### src/rtl/capwr_pkg.sv
package capwr_pkg;
  localparam int unsigned WORD_BYTES  = 8;
  localparam int unsigned BURST_BEATS = 4;

  typedef enum logic [1:0] {
    ST_IDLE = 2'd0,
    ST_REQ  = 2'd1,
    ST_XFER = 2'd2
  } xfer_state_e;
endpackage

### src/rtl/capwr_stream_addr.sv
module capwr_stream_addr #(
  parameter int unsigned ADDR_W = 32,
  parameter int unsigned STEP   = 8
) (
  input  logic              clk_i,
  input  logic              rst_ni,
  input  logic              base_we_i,
  input  logic [ADDR_W-1:0] base_wdata_i,
  input  logic              frame_start_i,
  input  logic              adv_i,
  output logic [ADDR_W-1:0] cur_addr_o
);
  logic [ADDR_W-1:0] shadow_q;
  logic [ADDR_W-1:0] cur_q;

  always_ff @(posedge clk_i or negedge rst_ni) begin
    if (!rst_ni) shadow_q <= '0;
    else if (base_we_i) shadow_q <= base_wdata_i;
  end

  // frame reload wins over a same-cycle advance
  always_ff @(posedge clk_i or negedge rst_ni) begin
    if (!rst_ni) cur_q <= '0;
    else if (frame_start_i) cur_q <= shadow_q;
    else if (adv_i) cur_q <= cur_q + ADDR_W'(STEP);
  end

  assign cur_addr_o = cur_q;


  frame_reload_chk: assert property (@(posedge clk_i) disable iff (!rst_ni)
    frame_start_i |=> cur_q == $past(shadow_q));


  ptr_step_chk: assert property (@(posedge clk_i) disable iff (!rst_ni)
    (adv_i && !frame_start_i) |=> cur_q == $past(cur_q) + ADDR_W'(STEP));


  shadow_hold_chk: assert property (@(posedge clk_i) disable iff (!rst_ni)
    (!frame_start_i && !adv_i) |=> $stable(cur_q));
endmodule

### src/rtl/capwr_rr_arb.sv
module capwr_rr_arb #(
  parameter int unsigned N    = 4,
  localparam int unsigned SW  = $clog2(N)
) (
  input  logic          clk_i,
  input  logic          rst_ni,
  input  logic [N-1:0]  req_i,
  input  logic          accept_i,
  output logic [N-1:0]  gnt_o,
  output logic [SW-1:0] idx_o,
  output logic          any_o
);
  logic [SW-1:0] last_q;

  always_comb begin
    gnt_o = '0;
    idx_o = '0;
    any_o = 1'b0;
    for (int off = 1; off <= int'(N); off++) begin
      if (!any_o && req_i[(int'(last_q) + off) % int'(N)]) begin
        any_o = 1'b1;
        idx_o = SW'((int'(last_q) + off) % int'(N));
        gnt_o[(int'(last_q) + off) % int'(N)] = 1'b1;
      end
    end
  end

  // start so that stream 0 wins first
  always_ff @(posedge clk_i or negedge rst_ni) begin
    if (!rst_ni) last_q <= SW'(N - 1);
    else if (accept_i && any_o) last_q <= idx_o;
  end


  gnt_onehot_chk: assert property (@(posedge clk_i) disable iff (!rst_ni)
    $onehot0(gnt_o) && (any_o == (req_i != '0)));


  gnt_valid_chk: assert property (@(posedge clk_i) disable iff (!rst_ni)
    accept_i |-> (gnt_o & req_i) != '0);
endmodule

### src/rtl/capwr_addr_gen.sv
module capwr_addr_gen
  import capwr_pkg::*;
#(
  parameter int unsigned NUM_STREAMS = 4,
  parameter int unsigned ADDR_W      = 32,
  parameter int unsigned CNT_W       = 8,
  localparam int unsigned SID_W      = $clog2(NUM_STREAMS),
  localparam int unsigned BEAT_W     = $clog2(BURST_BEATS)
) (
  input  logic                         clk_i,
  input  logic                         rst_ni,
  input  logic                         frame_start_i,
  input  logic                         flush_i,
  input  logic [NUM_STREAMS-1:0]       base_we_i,
  input  logic [ADDR_W-1:0]            base_wdata_i,
  input  logic [NUM_STREAMS*CNT_W-1:0] fill_cnt_i,
  input  logic [CNT_W-1:0]             thresh_i,
  output logic                         req_o,
  output logic [SID_W-1:0]             req_stream_o,
  output logic                         req_burst_o,
  output logic                         req_hi_pri_o,
  input  logic                         gnt_i,
  output logic                         wr_vld_o,
  output logic [ADDR_W-1:0]            wr_addr_o,
  input  logic                         beat_i,
  output logic [NUM_STREAMS-1:0]       pop_o,
  output logic                         irq_o
);
  xfer_state_e       state_q;
  logic [SID_W-1:0]  sel_q;
  logic              burst_q;
  logic [BEAT_W-1:0] beat_cnt_q;
  logic              irq_q;

  logic [CNT_W-1:0]       fill [NUM_STREAMS];
  logic [ADDR_W-1:0]      cur_addr [NUM_STREAMS];
  logic [NUM_STREAMS-1:0] elig, big, adv, arb_gnt;
  logic [SID_W-1:0]       arb_idx;
  logic                   arb_any, start, last_beat, beat_acc;

  assign beat_acc = (state_q == ST_XFER) && beat_i;

  for (genvar i = 0; i < NUM_STREAMS; i++) begin : g_stream
    assign fill[i] = fill_cnt_i[CNT_W*i +: CNT_W];
    assign big[i]  = fill[i] >= CNT_W'(BURST_BEATS);
    assign elig[i] = big[i] || (flush_i && (fill[i] != '0));
    assign adv[i]  = beat_acc && (sel_q == SID_W'(i));

    capwr_stream_addr #(
      .ADDR_W (ADDR_W),
      .STEP   (WORD_BYTES)
    ) u_addr (
      .clk_i         (clk_i),
      .rst_ni        (rst_ni),
      .base_we_i     (base_we_i[i]),
      .base_wdata_i  (base_wdata_i),
      .frame_start_i (frame_start_i),
      .adv_i         (adv[i]),
      .cur_addr_o    (cur_addr[i])
    );
  end

  // hold off a new pick while pointers reload
  assign start = (state_q == ST_IDLE) && arb_any && !frame_start_i;

  capwr_rr_arb #(.N(NUM_STREAMS)) u_arb (
    .clk_i    (clk_i),
    .rst_ni   (rst_ni),
    .req_i    (elig),
    .accept_i (start),
    .gnt_o    (arb_gnt),
    .idx_o    (arb_idx),
    .any_o    (arb_any)
  );

  assign last_beat = !burst_q || (beat_cnt_q == BEAT_W'(BURST_BEATS - 1));

  always_ff @(posedge clk_i or negedge rst_ni) begin
    if (!rst_ni) begin
      state_q    <= ST_IDLE;
      sel_q      <= '0;
      burst_q    <= 1'b0;
      beat_cnt_q <= '0;
    end else begin
      unique case (state_q)
        ST_IDLE: if (start) begin
          sel_q   <= arb_idx;
          burst_q <= |(arb_gnt & big);
          state_q <= ST_REQ;
        end
        ST_REQ: if (gnt_i) begin
          beat_cnt_q <= '0;
          state_q    <= ST_XFER;
        end
        ST_XFER: if (beat_i) begin
          beat_cnt_q <= beat_cnt_q + 1'b1;
          if (last_beat) state_q <= ST_IDLE;
        end
        default: state_q <= ST_IDLE;
      endcase
    end
  end

  always_ff @(posedge clk_i or negedge rst_ni) begin
    if (!rst_ni) irq_q <= 1'b0;
    else irq_q <= frame_start_i;
  end

  assign req_o        = (state_q == ST_REQ);
  assign req_stream_o = sel_q;
  assign req_burst_o  = burst_q;
  assign req_hi_pri_o = req_o && (fill[sel_q] > thresh_i);
  assign wr_vld_o     = (state_q == ST_XFER);
  assign wr_addr_o    = cur_addr[sel_q];
  assign pop_o        = adv;
  assign irq_o        = irq_q;


  req_hold_chk: assert property (@(posedge clk_i) disable iff (!rst_ni)
    (req_o && !gnt_i) |=> (req_o && $stable(req_stream_o) && $stable(req_burst_o)));


  data_after_gnt_chk: assert property (@(posedge clk_i) disable iff (!rst_ni)
    $rose(wr_vld_o) |-> $past(req_o && gnt_i));


  no_req_in_xfer_chk: assert property (@(posedge clk_i) disable iff (!rst_ni)
    !(req_o && wr_vld_o));


  pop_onehot_chk: assert property (@(posedge clk_i) disable iff (!rst_ni)
    $onehot0(pop_o) && ((pop_o != '0) == (wr_vld_o && beat_i)));


  irq_pulse_chk: assert property (@(posedge clk_i) disable iff (!rst_ni)
    frame_start_i |=> irq_o);


  irq_only_chk: assert property (@(posedge clk_i) disable iff (!rst_ni)
    (!frame_start_i) |=> !irq_o);
endmodule

### config.mk
export PLATFORM = sky130hd
export DESIGN_NAME = capwr_addr_gen
export DESIGN_NICKNAME = d
export VERILOG_FILES = /design/src/rtl/capwr_pkg.sv /design/src/rtl/capwr_stream_addr.sv /design/src/rtl/capwr_rr_arb.sv /design/src/rtl/capwr_addr_gen.sv
export SDC_FILE = /design/constraint.sdc
export NUM_CORES = 1
export LEC_CHECK = 0
export ABC_AREA = 1
export BUFFER_PORTS_ARGS = -buffer_cell sky130_fd_sc_hd__buf_2
export CORE_MARGIN = 2
export CORE_UTILIZATION = 40
export DETAILED_ROUTE_END_ITERATION = 6
export PLACE_DENSITY = 0.62
export REMOVE_ABC_BUFFERS = 1
export SYNTH_ARGS = -nofsm -noshare
export SYNTH_HDL_FRONTEND = slang
export SYNTH_SLANG_ARGS = --single-unit
### constraint.sdc
create_clock -name clk_i -period 3.8 [get_ports clk_i]
set_input_delay 1.14 -clock clk_i [delete_from_list [all_inputs] [get_ports clk_i]]
set_output_delay 1.14 -clock clk_i [all_outputs]
set_load 0.05 [all_outputs]
==> flow_summary.ini <==
[routing]
first_pass_iters = 7
drt-vias-per-instance = 5.42
drc = 14
vias = 12300
wl_per_cell_um = 18.9
ant_nets = 0
drt_iter0_drc = 1008
drt-total-wl_um = 43000

[logic_synthesis]
syn_avg_cell_area_sq_um = 8.58
ys.flop_type = dfrtp_1
synth_seq_area_share = 0.459
async_flop_share = 1.00
synth-edff-count = 0
ys_types = 49
syn_inst = 1691
synth_area_sq_um = 14500
yosysWarnings = 0
ys_ff_latch = 266

[sta]
skew_ns = 0.0167
tightest_slew_ns = 0.901
period_share = 1.03
max_slew_margin = 0.398
setup_ws_ns = -0.101
finalMaxSlewViolations = 0
post-route-min-period_ns = 3.90
hold_viol = 0
rsz0062_at_grt = yes
setup-violations-final = 1
max_freq_mhz = 256

[worst_setup_path]
path_buf_inv = 2
worst_ep_required_time_ns = 2.66
critPathTopFamily = compound AO/OA/AOI/OAI gates
critPathMaxFanout = 2
end_kind = output port
start_kind = input port
worstSetupPathType = in2out
critPathMaxStageDelay_ns = 0.29
crit_arrival_ns = 2.76
crit_chain = buf_2 > a22oi_1 > o221ai_1 > ha_1 > nand2_1 > o21bai_1 > a21oi_2 > a2111oi_2 > a311oi_1 > buf_4
critPathSlowestCell = ha_1

[global_routing]
antenna_found_initial = 1
grt_max_degree = 141
grt_pass1_vias = 12100
grt_pass1_wl_um = 67900
grtUsageTotal = 0.226
gr-total-overflow = 0

[final_layout]
diodes = 0
nets = 1896
drive_above_1_share = 0.174
final_util = 0.473
area_growth_pct = 16.3
fillers = 3398
final_common_cell = nand2_1
regArea_sq_um = 6660
layout_common_cells = nand2_1 (370), dfrtp_1 (262), inv_1 (231)
multi_input_area_sq_um = 6670

[status]
violations = design-rule violations, negative setup slack
status = complete, but fails checks

[clock_network]
clock_latency_ns = 0.56
clock-root-buffer = clkbuf_16
cts_max_level = 1
cts_buffer_depth = 3
clkTransAtPathRegs_ns = 0.06
cts.sinks = 266
numCtsBuffers = 30
postCtsHoldBufs = 0
cts_tree = yes

[run]
drv_cap = 0

[floorplan]
die_w_um = 194
fp.dieArea_sq_um = 37800
start_util = 0.407
fp-row-count = 69
fp.coreArea_sq_um = 35700
boundaryPins = 125
die_height_um = 194

[placement]
gp_congestion = 0.880
hpwlAfterDp_um = 30000
portBuffers = 124
preCtsSetupSlack_ns = -0.270

[power_and_ir_drop]
p_per_area_nw_per_um2 = 626
leakage_nw = 7.76
peakVddDrop_mv = 0.318

[hold_path]
hp-class = reg2reg
## cells by family (layout without fill, tap and decap cells)
logic type / count (synthesis) / in the layout / share of synthesized area
compound gates: 351 / 351 / 0.162
xor+xnor: 98 / 98 / 0.0592
fa+ha+maj: 21 / 21 / 0.0181
buf+inv: 323 / 448 / 0.0855
flops: 266 / 266 / 0.459
mux: 19 / 19 / 0.0147
simple gates: 613 / 614 / 0.201
## layout make-up
type                    instances  share of cell area
multi-input cells            1103               0.396
flip-flops and latches        266               0.395
clock buffers                  43              0.0540
repair buffers                153              0.0543
well taps                     461              0.0342
clock inverters                13              0.0133
inverters                     239              0.0534
## routing by layer
layer | GRT usage | wire (um) | vias up
met4 | 0.0652 | 1110 | 2
met1 | 0.312 | 19300 | 5991
met3 | 0.0272 | 2540 | 69
li1 | - | - | 5856
met2 | 0.374 | 20100 | 421
met5 | 0 | 7 | -
## per-stage QoR
| stage | area, sq um | std cells | total power [mW] | hold slack, ns | TNS [ns] |
|---|---|---|---|---|---|
| after CTS | 16800 | 2278 | 10.6 | 0.484 | -0.118 |
| after global routing | 16900 | 2278 | 11.0 | 0.517 | -0.207 |
| final | 16900 | 2278 | 10.6 | 0.479 | -0.101 |
| after detailed placement | 15600 | 2219 | 7.18 | 0.469 | -0.270 |
| after floorplan | 14200 | 1607 | 5.91 | 0.448 | -24.85 |
| after global placement | 15600 | 2219 | 7.13 | 0.460 | -0.315 |
## cell usage after synthesis (all sizes together), types with 21 or more instances
cell type	instances	area [sq um]
nand2	380	1460
dfrtp	264	6610
inv	237	890
o21ai	143	716
nor2	92	490
o221ai	91	797
xor2	83	727
nand3	80	480
clkbuf	66	248
a22oi	49	368
o211ai	29	218
nor3	28	220
nand4	26	214
ha	21	263
## where the power goes
group	total (mW)	switching, mW	internal [mW]
clock network	3.27	1.21	2.07
registers	3.60	0.389	3.21
logic	3.69	2.66	1.03
## flip-flops by register name, indices dropped and copies added, names as in the netlist
register                    count
beat_cnt_q                      2
u_arb.last_q                    2
req_burst_o                     1
g_stream.u_addr.cur_addr_o    128
req_stream_o                    2
state_q                         2
irq_o                           1
g_stream.u_addr.shadow_q      128
## what timing repair did
action | 4_1_cts | 5_1_grt
cloned | 1 | 0
resized for setup | 14 | 4
setup endpoints to repair | 5 | 3
buffers inserted | 2 | 0
pin swaps | 6 | 3
## worst paths after layout
| path | start | to | slack [ns] | cells past startpoint |
|---|---|---|---|---|
| setup / recovery | fill_cnt_i[2] | req_hi_pri_o | -0.10 | 10 |
| hold / removal | g_stream[2].u_addr.shadow_q[2]$_DFFE_PN0P_ | g_stream[2].u_addr.cur_addr_o[2]$_DFFE_PN0P_ | 0.48 | 2 |
| setup reg to reg | req_stream_o[1]$_DFFE_PN0P_ | g_stream[3].u_addr.cur_addr_o[27]$_DFFE_PN0N_ | 0.80 | 7 |
| hold reg to reg | g_stream[2].u_addr.shadow_q[2]$_DFFE_PN0P_ | g_stream[2].u_addr.cur_addr_o[2]$_DFFE_PN0P_ | 0.48 | 2 |
| max in group asynchronous | rst_ni | g_stream[2].u_addr.shadow_q[21]$_DFFE_PN0P_ | 2.37 | 2 |
| min in group asynchronous | rst_ni | g_stream[1].u_addr.shadow_q[2]$_DFFE_PN0P_ | 0.59 | 1 |
## tightest hold or removal path, cell delays in order, from the launching register on
cell and delay, ns:
dfrtp_1 0.34, nand2_1 0.05, o21ai_0 0.06
(Power assumes the default switching activity.)
